$ cat config.mk
export PLATFORM = sky130hd
export DESIGN_NAME = iosp_unit
export DESIGN_NICKNAME = d
export VERILOG_FILES = /design/src/rtl/iosp_pkg.sv /design/src/rtl/iosp_decode.sv /design/src/rtl/iosp_rw_cell.sv /design/src/rtl/iosp_flag_cell.sv /design/src/rtl/iosp_regbank.sv /design/src/rtl/iosp_unit.sv
export SDC_FILE = /design/constraint.sdc
export NUM_CORES = 1
export LEC_CHECK = 0
export BUFFER_PORTS_ARGS = -buffer_cell sky130_fd_sc_hd__clkbuf_2
export CAP_MARGIN = 20
export CELL_PAD_IN_SITES_DETAIL_PLACEMENT = 0
export CELL_PAD_IN_SITES_GLOBAL_PLACEMENT = 1
export CORE_MARGIN = 1
export CORE_UTILIZATION = 48
export DETAILED_ROUTE_END_ITERATION = 10
export HOLD_SLACK_MARGIN = 0.08
export PLACE_DENSITY = 0.92
export SETUP_SLACK_MARGIN = 0.4
export SLEW_MARGIN = 20
export SYNTH_ARGS = -nofsm -noshare
export SYNTH_HDL_FRONTEND = slang
export SYNTH_SLANG_ARGS = --single-unit
$ cat constraint.sdc
create_clock -name clk -period 4.6 [get_ports clk]
set_input_delay 0.23 -clock clk [delete_from_list [all_inputs] [get_ports clk]]
set_output_delay 0.23 -clock clk [all_outputs]
set_load 0.02 [all_outputs]
$ cat src/rtl/iosp_pkg.sv
package iosp_pkg;
  localparam int DW = 8;
  localparam logic [7:0] PORT_LIMIT = 8'h40;
  localparam logic [7:0] BIT_LIMIT  = 8'h20;
  localparam logic [7:0] DATA_OFS   = 8'h20;
  localparam logic [7:0] EXT_BASE   = 8'h60;
  localparam logic [7:0] HI_IO      = 8'h20;

  typedef enum logic [2:0] {
    OP_IN   = 3'd0,
    OP_OUT  = 3'd1,
    OP_LD   = 3'd2,
    OP_ST   = 3'd3,
    OP_SETB = 3'd4,
    OP_CLRB = 3'd5,
    OP_TSTB = 3'd6,
    OP_NONE = 3'd7
  } iosp_op_e;

  function automatic logic op_is_port(iosp_op_e op);
    return (op == OP_IN) || (op == OP_OUT) || (op == OP_SETB) ||
           (op == OP_CLRB) || (op == OP_TSTB);
  endfunction

  function automatic logic op_is_bit(iosp_op_e op);
    return (op == OP_SETB) || (op == OP_CLRB) || (op == OP_TSTB);
  endfunction

  function automatic logic op_is_write(iosp_op_e op);
    return (op == OP_OUT) || (op == OP_ST) || (op == OP_SETB) || (op == OP_CLRB);
  endfunction

  function automatic logic op_is_read(iosp_op_e op);
    return (op == OP_IN) || (op == OP_LD) || (op == OP_TSTB);
  endfunction

  // Replace one bit of a register image, leaving the rest as read.
  function automatic logic [DW-1:0] bit_edit(logic [DW-1:0] cur, logic [2:0] pos, logic val);
    logic [DW-1:0] r;
    r = cur;
    r[pos] = val;
    return r;
  endfunction

  // Write-one-to-clear update; a set event in the same cycle dominates.
  function automatic logic [DW-1:0] w1c_next(logic [DW-1:0] q, logic [DW-1:0] clr,
                                             logic [DW-1:0] set);
    return (q & ~clr) | set;
  endfunction
endpackage

$ cat src/rtl/iosp_decode.sv
module iosp_decode
  import iosp_pkg::*;
#(
  parameter int N_CTRL = 4,
  parameter int N_FLAG = 2,
  parameter int N_EXT  = 2,
  parameter int IDX_W  = 4
) (
  input  iosp_op_e         op,
  input  logic [7:0]       addr,
  output logic             hit,
  output logic [IDX_W-1:0] idx,
  output logic             is_flag
);
  localparam logic [7:0] CTRL_END = 8'(N_CTRL);
  localparam logic [7:0] FLAG_END = 8'(N_CTRL + N_FLAG);
  localparam logic [7:0] EXT_CNT  = 8'(N_EXT);
  localparam logic [IDX_W-1:0] HI_SLOT  = IDX_W'(N_CTRL + N_FLAG);
  localparam logic [IDX_W-1:0] EXT_SLOT = IDX_W'(N_CTRL + N_FLAG + 1);

  logic       io_hit, ext_hit, bit_gate;
  logic [7:0] ioa, eoff;

  always_comb begin
    io_hit  = 1'b0;
    ext_hit = 1'b0;
    ioa     = '0;
    eoff    = '0;
    if (op_is_port(op)) begin
      if (addr < PORT_LIMIT) begin
        io_hit = 1'b1;
        ioa    = addr;
      end
    end else if ((op == OP_LD) || (op == OP_ST)) begin
      if (addr >= EXT_BASE) begin
        ext_hit = 1'b1;
        eoff    = addr - EXT_BASE;
      end else if (addr >= DATA_OFS) begin
        io_hit = 1'b1;
        ioa    = addr - DATA_OFS;
      end
    end
  end

  assign bit_gate = !op_is_bit(op) || (ioa < BIT_LIMIT);

  always_comb begin
    hit     = 1'b0;
    idx     = '0;
    is_flag = 1'b0;
    if (io_hit && bit_gate) begin
      if (ioa < CTRL_END) begin
        hit = 1'b1;
        idx = IDX_W'(ioa);
      end else if (ioa < FLAG_END) begin
        hit     = 1'b1;
        idx     = IDX_W'(ioa);
        is_flag = 1'b1;
      end else if (ioa == HI_IO) begin
        hit = 1'b1;
        idx = HI_SLOT;
      end
    end else if (ext_hit && (eoff < EXT_CNT)) begin
      hit = 1'b1;
      idx = EXT_SLOT + IDX_W'(eoff);
    end
  end
endmodule

$ cat src/rtl/iosp_rw_cell.sv
module iosp_rw_cell #(
  parameter logic [7:0] MASK = 8'hFF
) (
  input  logic       clk,
  input  logic       rst_n,
  input  logic       we,
  input  logic [7:0] wd,
  output logic [7:0] q
);
  always_ff @(posedge clk or negedge rst_n) begin
    if (!rst_n)  q <= '0;
    else if (we) q <= wd & MASK;
  end
endmodule

$ cat src/rtl/iosp_flag_cell.sv
module iosp_flag_cell
  import iosp_pkg::*;
#(
  parameter int FLAG_W = 6
) (
  input  logic              clk,
  input  logic              rst_n,
  input  logic              we,
  input  logic [7:0]        wd,
  input  logic [FLAG_W-1:0] set,
  output logic [7:0]        q
);
  logic [FLAG_W-1:0] fq;
  logic [7:0]        clr, nxt;

  assign clr = we ? (wd & 8'((1 << FLAG_W) - 1)) : 8'h00;
  assign nxt = w1c_next(8'(fq), clr, 8'(set));

  always_ff @(posedge clk or negedge rst_n) begin
    if (!rst_n) fq <= '0;
    else        fq <= nxt[FLAG_W-1:0];
  end

  assign q = 8'(fq);
endmodule

$ cat src/rtl/iosp_regbank.sv
module iosp_regbank #(
  parameter int         N_CTRL  = 4,
  parameter int         N_FLAG  = 2,
  parameter int         N_EXT   = 2,
  parameter int         FLAG_W  = 6,
  parameter logic [7:0] HI_MASK = 8'h0F,
  parameter int         NREG    = 9
) (
  input  logic                     clk,
  input  logic                     rst_n,
  input  logic [NREG-1:0]          we,
  input  logic [7:0]               wd,
  input  logic [N_FLAG*FLAG_W-1:0] flag_set,
  output logic [NREG*8-1:0]        q_flat
);
  for (genvar i = 0; i < NREG; i++) begin : g_slot
    if ((i >= N_CTRL) && (i < N_CTRL + N_FLAG)) begin : g_flag
      iosp_flag_cell #(.FLAG_W(FLAG_W)) u_cell (
        .clk  (clk),
        .rst_n(rst_n),
        .we   (we[i]),
        .wd   (wd),
        .set  (flag_set[(i-N_CTRL)*FLAG_W +: FLAG_W]),
        .q    (q_flat[i*8 +: 8])
      );
    end else begin : g_rw
      localparam logic [7:0] M = (i == N_CTRL + N_FLAG) ? HI_MASK : 8'hFF;
      iosp_rw_cell #(.MASK(M)) u_cell (
        .clk  (clk),
        .rst_n(rst_n),
        .we   (we[i]),
        .wd   (wd),
        .q    (q_flat[i*8 +: 8])
      );
    end
  end
endmodule

$ cat src/rtl/iosp_unit.sv
module iosp_unit
  import iosp_pkg::*;
#(
  parameter int         N_CTRL  = 4,
  parameter int         N_FLAG  = 2,
  parameter int         N_EXT   = 2,
  parameter int         FLAG_W  = 6,
  parameter logic [7:0] HI_MASK = 8'h0F
) (
  input  logic                     clk,
  input  logic                     rst_n,
  input  logic                     req_valid,
  input  logic [2:0]               req_op,
  input  logic [7:0]               req_addr,
  input  logic [7:0]               req_wdata,
  input  logic [2:0]               req_bit,
  input  logic [N_FLAG*FLAG_W-1:0] flag_set,
  output logic                     rsp_valid,
  output logic [7:0]               rd_data,
  output logic                     test_bit
);
  localparam int NREG  = N_CTRL + N_FLAG + 1 + N_EXT;
  localparam int IDX_W = $clog2(NREG);

  iosp_op_e         op;
  logic             dec_hit, dec_is_flag;
  logic [IDX_W-1:0] dec_idx;
  logic [NREG*8-1:0] state_flat;
  logic [N_FLAG*FLAG_W-1:0] flag_vec;
  logic [7:0]       cur, wd;
  logic [NREG-1:0]  we;
  logic             wr_fire, rd_fire;

  assign op = iosp_op_e'(req_op);

  iosp_decode #(.N_CTRL(N_CTRL), .N_FLAG(N_FLAG), .N_EXT(N_EXT), .IDX_W(IDX_W)) u_dec (
    .op     (op),
    .addr   (req_addr),
    .hit    (dec_hit),
    .idx    (dec_idx),
    .is_flag(dec_is_flag)
  );

  iosp_regbank #(.N_CTRL(N_CTRL), .N_FLAG(N_FLAG), .N_EXT(N_EXT), .FLAG_W(FLAG_W),
                 .HI_MASK(HI_MASK), .NREG(NREG)) u_bank (
    .clk     (clk),
    .rst_n   (rst_n),
    .we      (we),
    .wd      (wd),
    .flag_set(flag_set),
    .q_flat  (state_flat)
  );

  for (genvar k = 0; k < N_FLAG; k++) begin : g_fv
    assign flag_vec[k*FLAG_W +: FLAG_W] = state_flat[(N_CTRL+k)*8 +: FLAG_W];
  end

  assign cur = dec_hit ? state_flat[int'(dec_idx)*8 +: 8] : 8'h00;

  always_comb begin
    unique case (op)
      OP_SETB: wd = bit_edit(cur, req_bit, 1'b1);
      OP_CLRB: wd = bit_edit(cur, req_bit, 1'b0);
      default: wd = req_wdata;
    endcase
  end

  assign wr_fire = req_valid && dec_hit && op_is_write(op);
  assign rd_fire = req_valid && op_is_read(op);
  assign we      = wr_fire ? (NREG'(1) << dec_idx) : '0;

  always_ff @(posedge clk or negedge rst_n) begin
    if (!rst_n) begin
      rsp_valid <= 1'b0;
      rd_data   <= '0;
      test_bit  <= 1'b0;
    end else begin
      rsp_valid <= rd_fire;
      rd_data   <= (rd_fire && (op != OP_TSTB)) ? cur : 8'h00;
      test_bit  <= rd_fire && (op == OP_TSTB) && cur[req_bit];
    end
  end
endmodule

; ---- Word level (Yosys, flattened, before mapping)
; Index checks and enable logic that the tools add are counted.
; W data, S select, Z words.
[totals]
register_bits = 74
latch_bits = 0
mem_bits_rw = 0
romBits = 0
word_cells = 103
memories = 0
[classes]
addsub = 3
multipliers = 0
div_mod_pow = 0
order_cmp = 9
eq_ne = 8
n_shift = 2
n_mux = 36
bitwise_logic = 9
n_reduce_logical = 24
[ops]
columns = op, n
row1 = $mux W8, 10
row2 = $shiftx A72 B8 Y8, 1
row3 = $lt A8 B3 Y1 const B, 2
row4 = $mux W4, 4
row5 = $pmux W8 S2, 1
row6 = $mux W1, 15
row7 = $logic_or A1 B1 Y1, 13
row8 = $and A6 B6 Y6, 2
row9 = $mux W6, 2
row10 = $not A6 Y6, 2
row11 = $or A6 B6 Y6, 2
row12 = $eq A3 B3 Y1 const B, 3
row13 = $logic_and A1 B1 Y1, 9
row14 = $mux W9, 1
row15 = $shl A1 B4 Y9 const A, 1
row16 = $and A8 B8 Y8, 1
row17 = $eq A8 B6 Y1 const B, 1
row18 = $ge A8 B6 Y1 const B, 1
row19 = $ge A8 B7 Y1 const B, 1
row20 = $lt A8 B2 Y1 const B, 1
row21 = $lt A8 B6 Y1 const B, 1
row22 = $lt A8 B7 Y1 const B, 1
row23 = $not A8 Y8, 1
row24 = $or A8 B8 Y8, 1
row25 = other kinds (13), 14

; ---- Depth between registers and ports, before layout
[logic_depth]
depth_word = 19
depth_mapped = 15

; ---- Cells and area by module
; Synthesis repeated with hierarchy kept, for this count alone.
[hier_totals]
cells_unflattened = 396
area_unflattened_um2 = 4524.3
[modules_own_cells]
columns = module, instances, cells_each, area_each_um2, seq_area_each_um2
row1 = iosp_rw_cell at u_bank.g_slot[0].g_rw.u_cell ..., 6, 17, 331.6, 200.2
row2 = iosp_unit, 1, 179, 1443.9, 250.2
row3 = iosp_flag_cell, 2, 21, 236.5, 150.1
row4 = iosp_decode, 1, 60, 439.2, 0.0
row5 = iosp_rw_cell at u_bank.g_slot[6].g_rw.u_cell, 1, 13, 178.9, 100.1

; ---- Worst setup path after synthesis
; Ideal clock, no wire load.
[synth_path]
path_kind = input to register
from = input port req_addr[5]
to = register u_bank.g_slot[2].g_rw.u_cell.q[2]
setup_time_ps = 125
arrival_time_ps = 2815
required_ps = 4475
path_slack_ps = 1661
cell_stages = 12
n_path_buf = 0
path_cell_list = inv_1 -> ha_1 -> nor3b_1 -> nand3_1 -> nor2_1 -> a32oi_4 -> nor3_1 -> nand3_1 -> and4_1 -> o31ai_4 -> nand2_1 -> mux2_2
[synth_via]
elab_chain_cells = 14
[synth_lines]
columns = item, line_no
row1 = from (decl), iosp_unit.sv:14  ; input logic [7:0] req_addr,
row2 = "parallel branches: the longest is 14 deep, another holds $sub A8 B6 Y8", -
row3 = to (signal assigned), iosp_rw_cell.sv:12  ; else if (we) q <= wd & MASK;
row4 = to (decl), iosp_rw_cell.sv:8  ; output logic [7:0] q
; Parallel ways; which one is timed is not known.
; A chain may end at the register's enable or synchronous reset.

; ---- Worst setup path in the final report
[layout_path]
from = input port req_addr[5]
to = register u_bank.g_slot[3].g_rw.u_cell.q[1]
[layout_via]
elab_chain_cells = 14
[layout_lines]
columns = item, line_no
row1 = "parallel branches: the longest is 14 deep, another holds $sub A8 B6 Y8", -
row2 = to (signal assigned), iosp_rw_cell.sv:12
row3 = to (decl), iosp_rw_cell.sv:8
; Parallel ways; which one is timed is not known.

==> metrics.md <==
| Metric | Value |
|---|---|
| I/O pin count | 47 |
| Hold Violations, Final | 0 |
| Number of clock sinks seen by CTS | 74 |
| Final nets | 591 |
| Ratio of cells with drive above 1 in the final layout | 0.169 |
| Dpl hpwl | 9410 um |
| Static leakage power | 2.12 nW |
| Clock tree from TritonCTS | yes |
| Pin count of the biggest net entering global routing | 41 |
| Worst r2r src | u_bank.g_slot[5].g_flag.u_cell.fq[1] |
| DRC marker count from the first detailed-route iteration | 366 |
| Maximum buffer depth of the clock tree | 2 |
| Core Area | 8680 um^2 |
| Synth Flop Type | sky130_fd_sc_hd__dfrtp_1 |
| Max H-tree Level | 3 |
| Cell accounting for the most synthesized area | sky130_fd_sc_hd__dfrtp_1 |
| Most common cell in the netlist | sky130_fd_sc_hd__dfrtp_1 |
| Hold-fix buffer count after cts | 8 |
| Top cell type's share of synthesized area | 0.431 |
| Width of the die | 96.6 um |
| Average footprint of a synthesized cell | 8.76 um^2 |
| Max Slew Vio Count | 0 |
| Yosys warnings | 0 |
| Total setup violations reported at the end of the flow | 0 |
| Clk Tree Root Cell | sky130_fd_sc_hd__clkbuf_8 |
| Number of nets still failing antenna checks after routing | 0 |
| Post-synthesis async set-or-reset flop share | 1.00 |
| Critical Path Source | req_addr[5] |
| Data arrival at the endpoint of the critical path | 3.96 ns |
| Synth Instances | 490 |
| Hold crit path type | input pin to flop |
| Unrepaired setup endpoints after global routing | no |
| First-pass DRT Iterations | 5 |
| Initial antenna violation count | 0 |
| Total instance count after detailed placement | 639 |
| Final cell area excluding filler cells | 4940 um^2 |
| Type of the worst setup path | input pin to flop |
| Yosys reg bits | 74 |
| Final clock period utilization by the worst path | 0.800 |
| Top cells by area in the synthesized netlist | sky130_fd_sc_hd__dfrtp_1 43%, sky130_fd_sc_hd__nand2_1 6.1%, sky130_fd_sc_hd__a21oi_1 4.9%, sky130_fd_sc_hd__o21ai_0 4.2%, sky130_fd_sc_hd__nor2_1 3.8% |
| Average vias per placed instance | 6.22 |
| Status | completed |
| Actual transition at the worst max-transition pin | 1.03 ns |
| Clock transition at the registers of the reported paths | 0.08 ns |
| Global-route wire length before repair | 20500 um |
| Last weighted congestion value of the routability-driven placer | 0.973 |
| Via count of the routed design | 4122 |
| Post-synthesis sequential area ratio | 0.431 |
| Wire per inst | 19.5 um |
| Grt ovf | 0 |
| Headroom to the max-slew limit | 0.315 |
| Number of clock buffers inserted by TritonCTS | 9 |
| Max Cap Viol | 0 |
| Family of cells with the greatest summed delay on the critical path | simple AND/OR/NAND/NOR gates |
| Final setup skew | 0.00987 ns |
| CP peak stage delay | 0.59 ns |
| CP Data Required Time | 4.88 ns |
| Placement-stage cell area | 4650 um^2 |
| Post-layout instance count excluding filler cells | 663 |
| Synthesized Nets | 531 |
| Number of enable-type register cells in the synthesized netlist | 0 |
| Vias in the first global route | 3926 |
| Power Dens Cells | 276 nW/um^2 |
| Crit path max fanout | 19 |
| Final setup TNS | 0 ns |
| Area enclosed by the die boundary | 9330 um^2 |
| Origin of the worst min-delay path | flag_set[5] |
| Cells along the critical path | clkbuf_2 > inv_1 > ha_1 > nor3b_1 > nand3_1 > nor3_1 > a21o_1 > buf_4 > a211oi_1 > or4_1 > a21oi_1 > a21o_1 > o21ai_1 > o21ai_1 |
| Area growth syn-to-layout | 15.0% |
| Die Span Y | 96.6 um |
| Achievable clock frequency | 272 MHz |
| Overall track demand over capacity in global routing | 0.301 |
| Post-CTS setup-driven buffer insertion count | 0 |
| Post-detailed-route DRC marker count | 0 |
| Number of gates given a new drive strength after cts | 0 |
| Row cnt | 34 |
| Diode insertion count for antenna repair | 0 |
| Source-to-sink clock delay at the later pin of the worst-skew pair | 0.37 ns |
| Commonest cells in the synthesized netlist | 74 x sky130_fd_sc_hd__dfrtp_1, 70 x sky130_fd_sc_hd__nand2_1, 44 x sky130_fd_sc_hd__nor2_1 |
| Launching element type of the critical path | input pin |
| Buffers and inverters on the worst path | 3 |
| Initial core utilization | 0.495 |
| Count of input and output buffers | 46 |
| Total Wirelength | 12900 um |
| Endpoint kind of the worst setup timing path | flop |
| Distinct cells, synth | 68 |
| Post-synth design cell area | 4290 um^2 |
| Worst vdd rail ir drop | 182 uV |
| Final worst path period need | 3.68 ns |
| Critical Path Slowest Stage Cell | sky130_fd_sc_hd__nor3_1 |
-- kinds of logic after synthesis --
logic type	after synthesis	synth area share
multiplexers	13	0.0318
AO/OA/AOI/OAI	165	0.251
XOR/XNOR	1	0.00204
buffers and inverters	27	0.0294
adder cells (fa/ha/maj)	4	0.0117
AND/OR/NAND/NOR	206	0.243
flip-flops	74	0.431
-- cell type report --
| type | instances | area, um^2 |
|---|---|---|
| Clock buffer | 11 | 141 |
| Tap cell | 108 | 135 |
| Multi-Input combinational cell | 389 | 2310 |
| Fill cell | 836 | 3740 |
| Timing Repair Buffer | 64 | 385 |
| Inverter | 12 | 45.0 |
| Clock inverter | 5 | 62.6 |
| Sequential cell | 74 | 1850 |
-- flip-flops by register name, indices dropped and copies added (netlist names) --
register	cells
test_bit	1
u_bank.g_slot.g_flag.u_cell.fq	12
rsp_valid	1
u_bank.g_slot.g_rw.u_cell.q	52
rd_data	8
-- cells in the final DEF, fill, tap and decap left out, types with 3 or more instances in the layout --
cell,n
sky130_fd_sc_hd__a211oi_1,14
sky130_fd_sc_hd__a211oi_2,3
sky130_fd_sc_hd__a21boi_1,3
sky130_fd_sc_hd__a21o_1,4
sky130_fd_sc_hd__a21oi_1,42
sky130_fd_sc_hd__a31oi_1,5
sky130_fd_sc_hd__and2_1,3
sky130_fd_sc_hd__and3_1,7
sky130_fd_sc_hd__buf_4,10
sky130_fd_sc_hd__clkbuf_2,45
sky130_fd_sc_hd__clkbuf_8,10
sky130_fd_sc_hd__dfrtp_1,74
sky130_fd_sc_hd__dlygate4sd3_1,8
sky130_fd_sc_hd__ha_1,4
sky130_fd_sc_hd__inv_1,12
sky130_fd_sc_hd__mux2_2,5
sky130_fd_sc_hd__mux2i_1,8
sky130_fd_sc_hd__nand2_1,70
sky130_fd_sc_hd__nand2b_1,9
sky130_fd_sc_hd__nand3_1,17
sky130_fd_sc_hd__nand3b_1,5
sky130_fd_sc_hd__nand4_1,5
sky130_fd_sc_hd__nor2_1,44
sky130_fd_sc_hd__nor2b_1,4
sky130_fd_sc_hd__nor3_1,18
sky130_fd_sc_hd__nor3b_1,5
sky130_fd_sc_hd__o211ai_1,3
sky130_fd_sc_hd__o21ai_0,36
sky130_fd_sc_hd__o21ai_1,22
sky130_fd_sc_hd__o21bai_1,3
sky130_fd_sc_hd__o2bb2ai_1,4
sky130_fd_sc_hd__or3_1,3
-- worst paths after layout --
path	endpoint	slack (ns)	cells past startpoint
min in group asynchronous	u_bank.g_slot[0].g_rw.u_cell.q[4]	0.53	2
worst max-delay path	u_bank.g_slot[3].g_rw.u_cell.q[1]	0.92	14
worst min register to register	u_bank.g_slot[7].g_rw.u_cell.q[3]	0.49	2
worst max register to register	u_bank.g_slot[3].g_rw.u_cell.q[1]	2.35	8
worst min-delay path	u_bank.g_slot[4].g_flag.u_cell.fq[5]	0.09	2
max in group asynchronous	u_bank.g_slot[2].g_rw.u_cell.q[0]	3.05	3
-- through the flow --
stage	setup WS [ns]	power, W	hold WS [ns]	utilization
after floorplan	1.66	0.000775	-0.0656	-
after global placement	0.708	0.000836	0.402	0.536
after detailed placement	0.629	0.000840	0.413	0.536
after CTS	0.963	0.00137	0.0885	0.569
after global routing	0.671	0.00142	0.0989	0.569
final	0.919	0.00136	0.0949	0.569
-- power breakdown --
| group | leakage (nW) | total [W] | switching, W | internal, W |
|---|---|---|---|---|
| sequential | 0.966 | 0.000670 | 0.00000797 | 0.000662 |
| combinational | 1.06 | 0.000165 | 0.000106 | 0.0000591 |
| clock | 0.0962 | 0.000528 | 0.000260 | 0.000268 |
-- metal layers --
layer | vias up | share of wire | GRT usage
li1 | 1916 | - | -
met1 | 1937 | 0.43 | 0.409
met2 | 232 | 0.45 | 0.471
met3 | 37 | 0.088 | 0.0610
met4 | 0 | 0.033 | 0.119
met5 | - | 0 | 0
Power figures use the tool's default switching activity.
